File: src/rtl/mwmac_pkg.sv
package mwmac_pkg;
  typedef enum logic [1:0] {
    OP_MUL  = 2'b00,
    OP_MAC  = 2'b01,
    OP_MSB  = 2'b10,
    OP_MUL2 = 2'b11
  } op_e;

  typedef enum logic [1:0] {
    ST_IDLE,
    ST_RUN,
    ST_TAIL,
    ST_FIN
  } st_e;

  function automatic logic op_is_plain(input op_e op);
    return (op == OP_MUL) || (op == OP_MUL2);
  endfunction
endpackage

File: src/rtl/mwmac_dp.sv
module mwmac_dp
  import mwmac_pkg::*;
#(
  parameter int DW = 16
) (
  input  logic          clk,
  input  logic          rst_n,
  input  op_e           op,
  input  logic          clr,
  input  logic          step,
  input  logic          tail,
  input  logic [DW-1:0] x,
  input  logic [DW-1:0] k,
  input  logic [DW-1:0] o,
  output logic [DW-1:0] wdata,
  output logic [DW-1:0] nc
);
  localparam int PW = 2 * DW;

  logic [DW-1:0] carry_q;
  logic [PW-1:0] prod_c;
  logic [PW-1:0] acc_sum;
  logic [DW:0]   sub_diff;
  logic [DW-1:0] op_word;

  assign prod_c   = (PW'(x) * PW'(k)) + PW'(carry_q);
  assign acc_sum  = prod_c + PW'(o);
  assign sub_diff = {1'b0, o} - {1'b0, prod_c[DW-1:0]};

  always_comb begin
    op_word = prod_c[DW-1:0];
    nc      = prod_c[PW-1:DW];
    case (op)
      OP_MAC: begin
        op_word = acc_sum[DW-1:0];
        nc      = acc_sum[PW-1:DW];
      end
      OP_MSB: begin
        op_word = sub_diff[DW-1:0];
        nc      = prod_c[PW-1:DW] + DW'(sub_diff[DW]);
      end
      default: ;
    endcase
  end

  assign wdata = tail ? carry_q : op_word;

  always_ff @(posedge clk or negedge rst_n) begin
    if (!rst_n)    carry_q <= '0;
    else if (clr)  carry_q <= '0;
    else if (step) carry_q <= nc;
  end
endmodule

File: src/rtl/mwmac_seq.sv
module mwmac_seq
  import mwmac_pkg::*;
#(
  parameter int DW = 16,
  parameter int CW = 17
) (
  input  logic          clk,
  input  logic          rst_n,
  input  logic          start,
  input  logic [1:0]    mode,
  input  logic [CW-1:0] len,
  input  logic [DW-1:0] scalar,
  input  logic [DW-1:0] nc,
  output op_e           op_q,
  output logic [DW-1:0] k_q,
  output logic [CW-1:0] idx,
  output logic          clr,
  output logic          step,
  output logic          tail,
  output logic          busy,
  output logic          done,
  output logic [DW-1:0] result
);
  st_e           st;
  logic [CW-1:0] len_q;
  logic          last;

  assign last = (idx == len_q - CW'(1));
  assign clr  = (st == ST_IDLE) && start;
  assign step = (st == ST_RUN);
  assign tail = (st == ST_TAIL);
  assign busy = step || tail;
  assign done = (st == ST_FIN);

  always_ff @(posedge clk or negedge rst_n) begin
    if (!rst_n) begin
      st     <= ST_IDLE;
      idx    <= '0;
      len_q  <= '0;
      k_q    <= '0;
      op_q   <= OP_MUL;
      result <= '0;
    end else begin
      case (st)
        ST_IDLE: if (start) begin
          st    <= ST_RUN;
          idx   <= '0;
          len_q <= len;
          k_q   <= scalar;
          op_q  <= op_e'(mode);
        end
        ST_RUN: begin
          idx <= idx + CW'(1);
          if (last) begin
            if (op_is_plain(op_q)) begin
              st <= ST_TAIL;
            end else begin
              st     <= ST_FIN;
              result <= nc;
            end
          end
        end
        ST_TAIL: begin
          st     <= ST_FIN;
          result <= '0;
        end
        default: st <= ST_IDLE;
      endcase
    end
  end
endmodule

File: src/rtl/mw_scalar_mac.sv
module mw_scalar_mac
  import mwmac_pkg::*;
#(
  parameter int DW      = 16,
  parameter int MAX_LEN = 65536,
  localparam int CW     = $clog2(MAX_LEN + 1)
) (
  input  logic          clk,
  input  logic          rst_n,
  input  logic          start,
  input  logic [1:0]    mode,
  input  logic [CW-1:0] len,
  input  logic [DW-1:0] scalar,
  output logic          busy,
  output logic          done,
  output logic [DW-1:0] result,
  output logic [CW-1:0] in_addr,
  input  logic [DW-1:0] in_data,
  output logic [CW-1:0] out_addr,
  input  logic [DW-1:0] out_rdata,
  output logic          out_we,
  output logic [DW-1:0] out_wdata
);
  op_e           op_q;
  logic [DW-1:0] k_q;
  logic [DW-1:0] nc;
  logic [CW-1:0] idx;
  logic          clr, step, tail;

  mwmac_seq #(.DW(DW), .CW(CW)) u_seq (
    .clk(clk), .rst_n(rst_n), .start(start), .mode(mode), .len(len),
    .scalar(scalar), .nc(nc), .op_q(op_q), .k_q(k_q), .idx(idx),
    .clr(clr), .step(step), .tail(tail), .busy(busy), .done(done),
    .result(result)
  );

  mwmac_dp #(.DW(DW)) u_dp (
    .clk(clk), .rst_n(rst_n), .op(op_q), .clr(clr), .step(step),
    .tail(tail), .x(in_data), .k(k_q), .o(out_rdata),
    .wdata(out_wdata), .nc(nc)
  );

  assign in_addr  = idx;
  assign out_addr = idx;
  assign out_we   = busy;
endmodule

File: config.mk
export PLATFORM = sky130hd
export DESIGN_NAME = mw_scalar_mac
export DESIGN_NICKNAME = d
export VERILOG_FILES = /design/src/rtl/mwmac_pkg.sv /design/src/rtl/mwmac_dp.sv /design/src/rtl/mwmac_seq.sv /design/src/rtl/mw_scalar_mac.sv
export SDC_FILE = /design/constraint.sdc
export NUM_CORES = 1
export LEC_CHECK = 0
export BUFFER_PORTS_ARGS = -buffer_cell sky130_fd_sc_hd__buf_2
export CAP_MARGIN = 40
export CORE_MARGIN = 2
export CORE_UTILIZATION = 30
export DETAILED_ROUTE_END_ITERATION = 6
export PLACE_DENSITY = 0.53
export SLEW_MARGIN = 5
export SYNTH_ARGS = -nofsm -noshare
export SYNTH_HDL_FRONTEND = slang
export SYNTH_HIERARCHICAL = 1
export SYNTH_SLANG_ARGS = --single-unit
File: constraint.sdc
create_clock -name clk -period 11.85 [get_ports clk]
set_input_delay 2.37 -clock clk [delete_from_list [all_inputs] [get_ports clk]]
set_output_delay 2.37 -clock clk [all_outputs]
set_load 0.02 [all_outputs]
## Word-level counts from Yosys, hierarchy flattened

Index checks and enable logic that the tools add are counted.

- Bits in registers: 86
- Bits of input ports: 70
- Output and inout bits: 69
- Word-level logic and storage cells: 50

- Add/sub/neg operators: 6
- $mul: 1
- Equal/unequal tests: 10
- Multiplexer cells: 14
- Reductions and logical operators: 12

Operators with widths:

| kind | count |
|---|---|
| 16-bit one-hot mux with 2 select lines | 3 |
| 16-bit two-way mux | 5 |
| 32-bit by 16-bit adder with 32-bit output | 2 |
| 17-bit one-hot mux with 2 select lines | 1 |
| 16-bit by 16-bit multiplier with 32-bit output | 1 |
| 17-bit by 1-bit adder with 17-bit output (second input constant) | 1 |
| 17-bit equality test | 1 |
| 17-bit two-way mux | 1 |
| 16-bit by 16-bit subtractor with 17-bit output | 1 |
| 17-bit by 1-bit subtractor with 17-bit output (second input constant) | 1 |
| 16-bit by 1-bit adder with 16-bit output | 1 |
| 2-bit equality test (second input constant) | 4 |
| 2-bit inequality test (second input constant) | 3 |
| 2-bit one-hot mux with 3 select lines | 1 |
| 2-bit AND reduction | 3 |
| 2-bit nonzero test | 3 |
| 2-bit by 1-bit equality test with 1-bit output (second input constant) | 2 |
| 2-bit zero test | 2 |
| 2-bit two-way mux | 2 |
| 3-bit AND reduction | 1 |
| 1-bit logical OR | 2 |
| 1-bit logical AND | 1 |
| 1-bit two-way mux | 1 |

## Longest topological paths before layout

- Depth after elaboration: 8
- Gate-level depth with buffers: 36
- Depth with buffers taken out: 35

## Hierarchy

Netlist, hierarchy kept.

By module, submodules not included:

| module | times used | cells an instance | area an instance (um^2) | sequential area each (um^2) |
|---|---|---|---|---|
| mwmac_dp | 1 | 1598 | 12958.7 | 400.4 |
| mwmac_seq | 1 | 352 | 3784.9 | 1751.7 |
| mw_scalar_mac | 1 | 18 | 135.1 | 0.0 |

## Worst setup path after synthesis

OpenSTA, ideal clock, no wires.

- Path kind: input to output
- From: input in_data[2]
- To: output out_wdata[13]
- Data arrival time: 8556 ps
- Required time: 9480 ps
- Path slack: 924 ps
- Cell stages on the path: 26
- Path buffers: 2
- Path through: clkbuf_1 -> and2_1 -> fa_1 -> fa_1 -> ha_1 -> fa_1 -> inv_1 -> fa_1 -> fa_1 -> inv_1 -> ha_1 -> o21a_1 -> and2_1 -> a21oi_1 -> xnor2_1 -> ha_1 -> clkbuf_1 -> a21o_1 -> nor3_1 -> a21oi_1 -> a21oi_1 -> o221a_2 -> o31a_1 -> a211oi_1 -> a211oi_1 -> a21oi_1

- Longest elaborated chain between the ends: 5
- Elaborated cells on any way between the ends: 6
- Classes of those cells: add/sub: 3; mul: 1; mux: 2

RTL lines:

| what | RTL line | text |
|---|---|---|
| start, declared | mw_scalar_mac.sv:18 | `input logic [DW-1:0] in_data,` |
| 16-bit by 16-bit multiplier with 32-bit output (*) | mwmac_dp.sv:26 | `assign prod_c = (PW'(x) * PW'(k)) + PW'(carry_q);` |
| 32-bit by 16-bit adder with 32-bit output (*) | mwmac_dp.sv:26 |  |
| 32-bit by 16-bit adder with 32-bit output / 16-bit by 16-bit subtractor with 17-bit output (equally long branches) | mwmac_dp.sv:27, mwmac_dp.sv:28 |  |
| 16-bit one-hot mux with 2 select lines (*) | mwmac_dp.sv:33 | `case (op)` |
| 16-bit two-way mux (*) | mwmac_dp.sv:46 | `assign wdata = tail ? carry_q : op_word;` |
| end, declared | mw_scalar_mac.sv:22 | `output logic [DW-1:0] out_wdata` |

Every way passes the cells marked *; elsewhere a longest branch is shown, timed or not.

## Worst setup path in the final report

- From: input in_data[6]
- To: output out_wdata[13]

Same word-level chain as after synthesis.

==> out/metrics.csv <==
metric,value,unit
ys flop type,dfrtp_1,
Clock Tree Buf Depth,2,
initial core utilization,30.52,%
Gate Count Post-Synth,1968,
WS Path Type,input port to output port,
Clock Skew,0.01806,ns
cell area after layout,18640,sq um
Crit path top cell by count,fa_1,
syn_nets,2400,
Final HPWL DP,41.22,mm
Mapped Area,16880,sq um
H-tree depth,3,
"commonest non-fill, non-tap cell in the layout",inv_1,
flop2flop setup slack,3.00,ns
sequential area share after synthesis,12.75,%
Simple-Gate Fraction of Synth Area,18.18,%
P&R area growth vs syn,10.46,%
largest family of logic cells by synthesized area,adder cells,
Max Cap Violations,0,
Synth Area in Adders,36.26,%
via-per-instance ratio,4.926,
first drt pass iteration count,5,
Die Y,241.2,microns
CTS Root Cell,clkbuf_16,
# DRC,0,
Slew Limit Fails,0,
vias in the first global route,14160,
Post-synth EDFFs,0,
CTS resizes,0,
port bufs,138,
Slew HR,45.05,%
top post-synthesis cells by area,"fa_1 (25%), dfrtp_1 (13%), ha_1 (11%), inv_1 (7.8%), nand2_1 (4.9%)",
status,"finished, final reports clean",
final wirelength,50.63,mm
CP bufs+invs,6,
layout cell share with drive strength beyond 1,14.59,%
Layout Nets,2477,
Ys Warns,6,
CP Launch Type,input port,
Syn Area/Cell,8.577,sq um
Worst-Skew Late Latency,0.38,ns
pin count of the biggest net entering global routing,64,
"Setup Fix Bufs, Post-CTS",0,
Placer Congestion,0.8536,
Final period util,96.81,%
"area leader, netlist",fa_1,
ys async rst share,100.0,%
Max Freq,87.17,MHz
Period minus WS final,11.47,ns
area share of the largest cell type after synthesis,25.14,%
DP Area,18300,sq um
Critical Path Fanout Max,16,
Die Wd,241.2,microns
final setup vio count,0,
Worst Hold Class,flop to flop,
Overflow after GRT,0,
post-synthesis mux area share,4.759,%
Synth Area in XOR/XNOR,3.262,%
CTS tree,built,
Starting DRT DRC Count,782,
CTS Hold Buffers Added,0,
Crit. End Element,output port,
IO Count,139,
All-Layer GR Usage,17.98,%
Via Count,13790,
"commonest cells after routing, fill and taps aside","inv_1 (349), nand2_1 (220), fa_1 (212)",
antenna violation net count after detailed routing,0,
slowest CP cell,fa_1,
cts bufs inserted,9,
CTS sink cnt,86,
synth unique cells,104,
"slowest stage delay, CP",0.55,ns
initial antenna violation count,2,
"CTS clk-pin slew, worst paths",0.06,ns
Synth Area in Compound Gates,14.22,%
Final Hold Fails,0,
first-pass GRT wire length,80.83,mm
worst path required time,9.48,ns
drt wl/cell,18.09,microns
Least-Margin Pin Slew,0.8233,ns
CP Data Arrival Time,9.10,ns
register bit count reported by yosys,86,
core footprint,55310,sq um
"CP delay by family, top",adder cells,
Die ar.,58180,sq um
number of cell rows,86,
[kinds of logic (layout without fill, tap and decap cells)]
| family | after synthesis | after routing |
|---|---|---|
| muxes | 73 | 73 |
| other | 0 | 1 |
| buffers and inverters | 450 | 532 |
| DFF | 86 | 86 |
| AOI/OAI and AO/OA | 327 | 327 |
| xor gates and xnor gates | 59 | 59 |
| and+or+nand+nor | 611 | 611 |
| adders and majority gates | 362 | 362 |
[metrics by stage]
step	setup TNS (ns)	setup slack, ns	hold slack [ns]	utilization [%]	instances
floorplan	0	0.9241	0.4863	-	1968
global placement	0	0.2750	0.4907	32.94	2777
detailed placement	0	0.2229	0.4898	33.09	2782
CTS	0	0.1789	0.5126	33.64	2798
global route	-0.007935	-0.007935	0.5266	33.71	2799
finish	0	0.3786	0.5080	33.71	2799
[flip-flops by register name, summed over array words and instances, names as in the netlist]
| signal | flops |
|---|---|
| u_dp/carry_q | 16 |
| u_seq/idx | 17 |
| u_seq/k_q | 16 |
| u_seq/len_q | 17 |
| u_seq/op_q | 2 |
| u_seq/result | 16 |
| u_seq/st | 2 |
[path summary, 6_finish.rpt]
kind | start | to | depth (start not counted)
worst max-delay path | in_data[6] | out_wdata[13] | 27
worst min-delay path | u_seq/result[3] | u_seq/result[3] | 1
worst max register to register | u_seq/k_q[2] | u_seq/result[10] | 27
worst min register to register | u_seq/result[3] | u_seq/result[3] | 1
max in group asynchronous | rst_n | u_dp/carry_q[4] | 3
min in group asynchronous | rst_n | u_seq/k_q[8] | 1
[cell usage after synthesis (10+ instances only)]
cell	number
inv_1	349
nand2_1	221
fa_1	212
ha_1	150
and2_1	115
nor2_1	106
dfrtp_1	86
a21oi_1	74
clkbuf_1	67
mux2_2	53
o21ai_0	43
xnor2_1	30
nor3_1	27
a211oi_1	26
a21o_1	26
xor2_1	26
nand3_1	24
nor2b_1	24
buf_4	20
mux2i_1	18
a31oi_1	16
o21a_1	14
o31ai_1	14
nand4_1	13
a221oi_1	12
or3_1	11
nor4_1	10
[per-layer routing]
metal  vias up  share of wire, %  routed length [microns]  global-route usage [%]
li1       6578                 -                        -                       -
met1      6851                47                    23800                   25.17
met2       310                47                    23770                   29.41
met3        48               4.2                     2124                   2.002
met4         2               1.8                      928                   4.751
met5         -             0.026                       13                       0
[final cells by class]
cell class	count	area, sq um
tap	748	935.9
timing repair buffer	166	949.7
multi-input combinational	1432	12990
clock buffer	9	225.2
antenna	1	2.502
fill	5836	36660
sequential	86	2152
inverter	350	1314
clock inverter	7	77.57
Power is not shown: default switching activity piles up to over one toggle a cycle in this logic, so the estimate is an artifact.
